### src/rtl/qpwm_pkg.sv
// Package qpwm_pkg: shared constants and a helper for the interleaved PWM.
// Assumes the duty range is given in percent of the period counter length.
package qpwm_pkg;

    localparam int unsigned DUTY_MIN_PCT = 5;
    localparam int unsigned DUTY_MAX_PCT = 90;

    // Limit a requested duty count to [lo, hi].
    function automatic logic [15:0] clamp_count(input logic [15:0] req,
                                                input logic [15:0] lo,
                                                input logic [15:0] hi);
        if (req < lo)      return lo;
        else if (req > hi) return hi;
        else               return req;
    endfunction

endpackage

### src/rtl/qpwm_period_ctr.sv
// Module qpwm_period_ctr: free-running modulo-PERIOD counter shared by all
// phases, plus a registered tick in the cycle after the counter reads zero.
// Assumes PERIOD >= 2. Synchronous active-low reset.
module qpwm_period_ctr #(
    parameter int unsigned PERIOD = 500,
    localparam int unsigned CNT_W = $clog2(PERIOD)
) (
    input  logic             clk,
    input  logic             rst_n,
    output logic [CNT_W-1:0] cnt,
    output logic             tick
);

    // Advance the period counter and register the period-start tick.
    always_ff @(posedge clk) begin
        if (!rst_n) begin
            cnt  <= '0;
            tick <= 1'b0;
        end else begin
            cnt  <= (cnt == CNT_W'(PERIOD - 1)) ? '0 : cnt + 1'b1;
            tick <= (cnt == '0);
        end
    end

    AST_CNT_IN_RANGE: assert property (@(posedge clk) disable iff (!rst_n)
        cnt < CNT_W'(PERIOD));
    AST_TICK_SINGLE: assert property (@(posedge clk) disable iff (!rst_n)
        tick |=> !tick);

endmodule

### src/rtl/qpwm_phase_slice.sv
// Module qpwm_phase_slice: one phase of the interleaved PWM. It derives the
// phase-local position from the shared counter and an OFFSET. At local
// position 0 it latches duty, guard, enable and skip. It drives a registered
// main gate and a complementary rectifier gate that a zero-crossing flag can
// cut off until the phase's next period.
// Assumes duty_in is already limited to [1, PERIOD-1].
module qpwm_phase_slice #(
    parameter int unsigned PERIOD = 500,
    parameter int unsigned OFFSET = 0,
    parameter int unsigned DEAD_W = 4,
    localparam int unsigned CNT_W = $clog2(PERIOD)
) (
    input  logic              clk,
    input  logic              rst_n,
    input  logic [CNT_W-1:0]  cnt,
    input  logic [CNT_W-1:0]  duty_in,
    input  logic [DEAD_W-1:0] dead_in,
    input  logic              en_in,
    input  logic              skip_in,
    input  logic              zc_in,
    output logic              main_q,
    output logic              rect_q
);

    logic [CNT_W:0]    pos_sum;
    logic [CNT_W:0]    pos;
    logic              at_start;
    logic              act_l;
    logic [CNT_W-1:0]  duty_l;
    logic [DEAD_W-1:0] dead_l;
    logic              zc_cut;
    logic [CNT_W:0]    rect_lo;
    logic [CNT_W:0]    rect_hi;
    logic              in_rect_win;

    // Phase-local position: shared count shifted back by OFFSET, modulo PERIOD.
    always_comb begin
        pos_sum  = {1'b0, cnt} + (CNT_W+1)'(PERIOD - OFFSET);
        pos      = (pos_sum >= (CNT_W+1)'(PERIOD)) ? pos_sum - (CNT_W+1)'(PERIOD) : pos_sum;
        at_start = (pos == '0);
    end

    // Rectifier window bounds from the latched duty and guard interval.
    always_comb begin
        rect_lo     = {1'b0, duty_l} + (CNT_W+1)'(dead_l);
        rect_hi     = (CNT_W+1)'(PERIOD) - (CNT_W+1)'(dead_l);
        in_rect_win = (pos >= rect_lo) && (pos < rect_hi);
    end

    // Latch per-period settings at the start and drive both gates registered.
    always_ff @(posedge clk) begin
        if (!rst_n) begin
            act_l  <= 1'b0;
            duty_l <= '0;
            dead_l <= '0;
            zc_cut <= 1'b0;
            main_q <= 1'b0;
            rect_q <= 1'b0;
        end else if (at_start) begin
            act_l  <= en_in && !skip_in;
            duty_l <= duty_in;
            dead_l <= dead_in;
            zc_cut <= 1'b0;
            main_q <= en_in && !skip_in;
            rect_q <= 1'b0;
        end else begin
            main_q <= act_l && (pos < {1'b0, duty_l});
            rect_q <= act_l && in_rect_win && !zc_cut && !zc_in;
            if (act_l && zc_in && (pos >= {1'b0, duty_l}))
                zc_cut <= 1'b1;
        end
    end

    AST_NO_SHOOT_THROUGH: assert property (@(posedge clk) disable iff (!rst_n)
        !(main_q && rect_q));
    AST_ZC_HOLDS_OFF: assert property (@(posedge clk) disable iff (!rst_n)
        (zc_cut && !at_start) |=> !rect_q);
    AST_IDLE_PHASE_LOW: assert property (@(posedge clk) disable iff (!rst_n)
        !act_l |-> (!main_q && !rect_q));
    AST_DUTY_HELD_MID_PERIOD: assert property (@(posedge clk) disable iff (!rst_n)
        !at_start |=> ($stable(duty_l) && $stable(dead_l) && $stable(act_l)));

endmodule

### src/rtl/quad_phase_pwm.sv
// Module quad_phase_pwm: top of the four-phase interleaved PWM generator.
// One shared period counter feeds NUM_PH phase slices offset by PERIOD/NUM_PH.
// The duty request is limited to DUTY_MIN_PCT..DUTY_MAX_PCT of the period.
// Assumes PERIOD is divisible by NUM_PH and by 100 / gcd for the percent limits.
module quad_phase_pwm
    import qpwm_pkg::*;
#(
    parameter int unsigned PERIOD = 500,
    parameter int unsigned NUM_PH = 4,
    parameter int unsigned DEAD_W = 4,
    localparam int unsigned CNT_W    = $clog2(PERIOD),
    localparam int unsigned PH_STEP  = PERIOD / NUM_PH,
    localparam int unsigned DUTY_MIN = PERIOD * DUTY_MIN_PCT / 100,
    localparam int unsigned DUTY_MAX = PERIOD * DUTY_MAX_PCT / 100
) (
    input  logic              clk,
    input  logic              rst_n,
    input  logic [CNT_W-1:0]  duty_code,
    input  logic [DEAD_W-1:0] dead_cycles,
    input  logic [NUM_PH-1:0] phase_en,
    input  logic [NUM_PH-1:0] skip_req,
    input  logic [NUM_PH-1:0] zc_flag,
    output logic [NUM_PH-1:0] main_gate,
    output logic [NUM_PH-1:0] rect_gate,
    output logic              period_tick
);

    logic [CNT_W-1:0] cnt;
    logic [CNT_W-1:0] duty_eff;

    // Limit the requested duty to the allowed count range.
    always_comb begin
        duty_eff = CNT_W'(clamp_count(16'(duty_code), 16'(DUTY_MIN), 16'(DUTY_MAX)));
    end

    qpwm_period_ctr #(.PERIOD(PERIOD)) ctr_i (
        .clk  (clk),
        .rst_n(rst_n),
        .cnt  (cnt),
        .tick (period_tick)
    );

    for (genvar k = 0; k < NUM_PH; k++) begin : g_phase
        qpwm_phase_slice #(
            .PERIOD(PERIOD),
            .OFFSET(k * PH_STEP),
            .DEAD_W(DEAD_W)
        ) slice_i (
            .clk    (clk),
            .rst_n  (rst_n),
            .cnt    (cnt),
            .duty_in(duty_eff),
            .dead_in(dead_cycles),
            .en_in  (phase_en[k]),
            .skip_in(skip_req[k]),
            .zc_in  (zc_flag[k]),
            .main_q (main_gate[k]),
            .rect_q (rect_gate[k])
        );
    end

    AST_DUTY_LIMITS: assert property (@(posedge clk) disable iff (!rst_n)
        (duty_eff >= CNT_W'(DUTY_MIN)) && (duty_eff <= CNT_W'(DUTY_MAX)));
    AST_RESET_QUIET: assert property (@(posedge clk)
        !rst_n |=> (main_gate == '0 && rect_gate == '0 && !period_tick));

endmodule

### config.mk
export PLATFORM = sky130hd
export DESIGN_NAME = quad_phase_pwm
export DESIGN_NICKNAME = d
export VERILOG_FILES = /design/src/rtl/qpwm_pkg.sv /design/src/rtl/qpwm_period_ctr.sv /design/src/rtl/qpwm_phase_slice.sv /design/src/rtl/quad_phase_pwm.sv
export SDC_FILE = /design/constraint.sdc
export NUM_CORES = 1
export LEC_CHECK = 0
export BUFFER_PORTS_ARGS = -buffer_cell sky130_fd_sc_hd__buf_2
export CORE_ASPECT_RATIO = 0.8
export CORE_UTILIZATION = 35
export CTS_CLUSTER_SIZE = 14
export DETAILED_ROUTE_END_ITERATION = 7
export PLACE_DENSITY_LB_ADDON = 0.12
export SYNTH_ARGS = -nofsm -noshare
export SYNTH_HDL_FRONTEND = slang
export SYNTH_HIERARCHICAL = 1
export SYNTH_SLANG_ARGS = --single-unit
export TNS_END_PERCENT = 100
### constraint.sdc
create_clock -name clk -period 5.5 [get_ports clk]
set_input_delay 0.825 -clock clk [delete_from_list [all_inputs] [get_ports clk]]
set_output_delay 0.825 -clock clk [all_outputs]
set_load 0.005 [all_outputs]
==> results by group <==
Die
  • Core area: 24400 sq um
  • Count of standard-cell rows: 51
  • Die width: 179 um
  • IO Count: 36
  • Starting density of the core: 0.359
  • Die Y: 144 um
  • DIE AREA: 25700 sq um

Clock tree
  • Clk pin slew, worst setup/hold paths: 0.07 ns
  • CTS Buf Count: 9
  • Post-CTS Resized: 0
  • Clk sink count: 78
  • Clock H-tree levels: 3
  • Clock Tree Root: clkbuf_16
  • CTS tree: built
  • Worst skew pair latency: 0.35 ns
  • Post-CTS Repair Setup Buffers: 0
  • CTS Hold Buffers Added: 0
  • Bufs on Longest Clock Path: 2

Cells and area
  • Layout Nets: 1258
  • Final core utilization: 0.391
  • Share of cells above drive strength 1: 0.0967
  • Diode count: 0
  • FILL cells: 2569
  • Synth-to-layout area growth: 8.90%

Timing
  • Slew margin rel.: 0.263
  • Count of final max-slew check failures: 0
  • Max Fclk: 0.225 GHz
  • Fin crit period: 4.44 ns
  • Setup violators final: 0
  • Sum of negative setup slack: 0 ns
  • Final hold violation count: 0
  • Setup Skew: 0.0110 ns
  • Worst-Margin Slew: 1.10 ns
  • Period utilization: 0.807
  • RSZ-0062 raised after global routing: no

Critical path
  • Worst path arrival time: 4.71 ns
  • Critical path launch point type: register
  • Stages on worst setup path: 13
  • Worst Setup End Kind: register
  • Reg2reg path depth: 13
  • Slowest cell on crit path: a2111oi_0
  • Top delay family on crit path: compound AO/OA/AOI/OAI gates
  • CP Max Fanout: 21
  • Worst path bufs/invs: 0
  • Critical path, cell by cell: a2111oi_0, nand2_1, xor2_1, a41oi_4, xnor2_1, ha_1, o21a_1, o21a_1, o21ai_0, a21oi_1, a2111oi_0, nand3_1, mux2i_1
  • Max incr delay on CP: 0.77 ns
  • WS Path Type: reg -> reg
  • Critical Path RT: 5.78 ns

Routing
  • Drt drc: 0
  • Drt wl/cell: 16.3 um
  • Drt first-iter violations: 349
  • Routed vias/inst: 5.22
  • Met2 wire length: 9680 um
  • Drt pass-1 iters: 4
  • Top layer in use: met4
  • DR vias: 7433
  • DRT Wirelength: 23300 um
  • Metal-1 WL: 12600 um
  • Post-DRT Antenna Nets: 0
  • Met3 wire length: 742 um

Global routing
  • First-pass GRT wire length: 37600 um
  • Overflow after GRT: 0
  • Largest net degree at the start of global routing: 68
  • Gr usage total: 0.187
  • Vias in the first global route: 6942
  • Initial antenna violation count: 0

Synth
  • Syn nets: 1237
  • Yosys warns: 6
  • Mapped Cells: 1081
  • Sequential share of the synthesized area: 0.178
  • Post-Synthesis Cell Area: 8770 sq um
  • Yosys reg bits: 78
  • Yosys cell types: 97
  • Post-synth EDFFs: 0
  • Post-synth ARST share: 0
  • Syn avg cell area: 8.11 sq um
  • Synth Flop Type: dfxtp_1

Hold path
  • WHS Path Cells: 2
  • Worst min-delay path class: reg -> reg

Outcome
  • Outcome: finished clean

Place
  • IO Port Bufs: 35
  • RePlAce Congestion: 0.796
  • Post-DP HPWL: 17700 um

Power
  • PD cells: 177 nW/um^2
  • Max IR drop VDD: 0.134 mV
  • Total leakage power: 3.99 nW

Job
  • Maxcap violations: 0
placed cells by master (no fill, tap or decap), types with 10 or more instances in the layout:
cell	Yosys	final
a211oi_1	10	10
a21o_1	42	42
a21oi_1	38	38
buf_2	4	34
buf_4	1	19
dfxtp_1	78	78
ha_1	125	125
inv_1	86	86
mux2i_1	70	70
nand2_1	159	159
nand2b_1	12	12
nand3_1	21	21
nand4_1	16	16
nor2_1	46	46
nor2b_1	12	12
nor3_1	17	17
o21a_1	10	10
o21ai_0	41	41
or3_1	14	14
xnor2_1	57	57
xor2_1	18	18
power breakdown:
part | switching [W] | internal, W
Sequential | 0.0000205 | 0.000581
Clock | 0.000272 | 0.000354
Combinational | 0.000268 | 0.000191
area by class of cell:
type | count | area, sq um | area share
clock buffers | 9 | 225 | 0.0236
clock inverters | 7 | 73.8 | 0.00773
inverters | 86 | 323 | 0.0338
multi-input cells | 873 | 6640 | 0.695
flip-flops and latches | 78 | 1560 | 0.163
well taps | 318 | 398 | 0.0417
repair buffers | 54 | 333 | 0.0348
final timing paths:
| check | start | end | slack, ns |
|---|---|---|---|
| max | ctr_i/cnt[3] | g_phase[3].slice_i/main_q | 1.06 |
| min | g_phase[1].slice_i/duty_l[8] | g_phase[1].slice_i/duty_l[8] | 0.46 |
| max reg2reg | ctr_i/cnt[3] | g_phase[3].slice_i/main_q | 1.06 |
| min reg2reg | g_phase[1].slice_i/duty_l[8] | g_phase[1].slice_i/duty_l[8] | 0.46 |
sequential cells by signal, summed over array words and instances, names as in the netlist:
signal and count:
g_phase.slice_i/duty_l 36, g_phase.slice_i/dead_l 16, ctr_i/cnt 9, g_phase.slice_i/act_l 4
g_phase.slice_i/main_q 4, g_phase.slice_i/rect_q 4, g_phase.slice_i/zc_cut 4, ctr_i/tick 1
synthesized netlist by cell type, drive strengths merged, types with 11 or more instances:
| master | instances | area share |
|---|---|---|
| a211oi | 11 | 0.010 |
| a21o | 42 | 0.036 |
| a21oi | 39 | 0.023 |
| buf | 19 | 0.020 |
| clkbuf | 25 | 0.011 |
| dfxtp | 78 | 0.18 |
| ha | 125 | 0.18 |
| inv | 86 | 0.037 |
| mux2i | 70 | 0.080 |
| nand2 | 159 | 0.068 |
| nand2b | 12 | 0.0086 |
| nand3 | 21 | 0.012 |
| nand4 | 17 | 0.013 |
| nor2 | 46 | 0.020 |
| nor2b | 12 | 0.0086 |
| nor3 | 20 | 0.013 |
| o21ai | 44 | 0.025 |
| or3 | 16 | 0.012 |
| xnor2 | 58 | 0.059 |
| xor2 | 18 | 0.018 |
tightest hold or removal path, delay by kind of cell (launching register included):
kind,cells,cell delay [ns]
flops,1,0.31
mux,1,0.05
simple gates,1,0.05
cells by family after synthesis:
| logic type | Yosys count | share of synthesized area |
|---|---|---|
| AND/OR/NAND/NOR | 363 | 0.211 |
| AO/OA/AOI/OAI | 229 | 0.192 |
| adder cells (fa/ha/maj) | 133 | 0.192 |
| buffers and inverters | 130 | 0.0672 |
| flip-flops | 78 | 0.178 |
| XOR/XNOR | 76 | 0.0767 |
| multiplexers | 72 | 0.0824 |
through the flow:
step,power (W),worst slack [ns],cells,hold slack (ns),area (sq um)
global route,0.00179,0.609,1425,0.482,9550
CTS,0.00171,1.05,1425,0.460,9550
global placement,0.00107,1.11,1409,0.446,9250
detailed placement,0.00108,1.09,1409,0.450,9250
finish,0.00169,1.06,1425,0.457,9550
floorplan,0.000953,1.50,1081,0.427,8770
per-layer routing:
layer,GRT usage,up-vias
met2,0.282,72
met4,0.0335,0
met1,0.276,3455
met3,0.0341,9
met5,0,-
li1,-,3897
No activity file was read; power rests on OpenSTA's default activity.
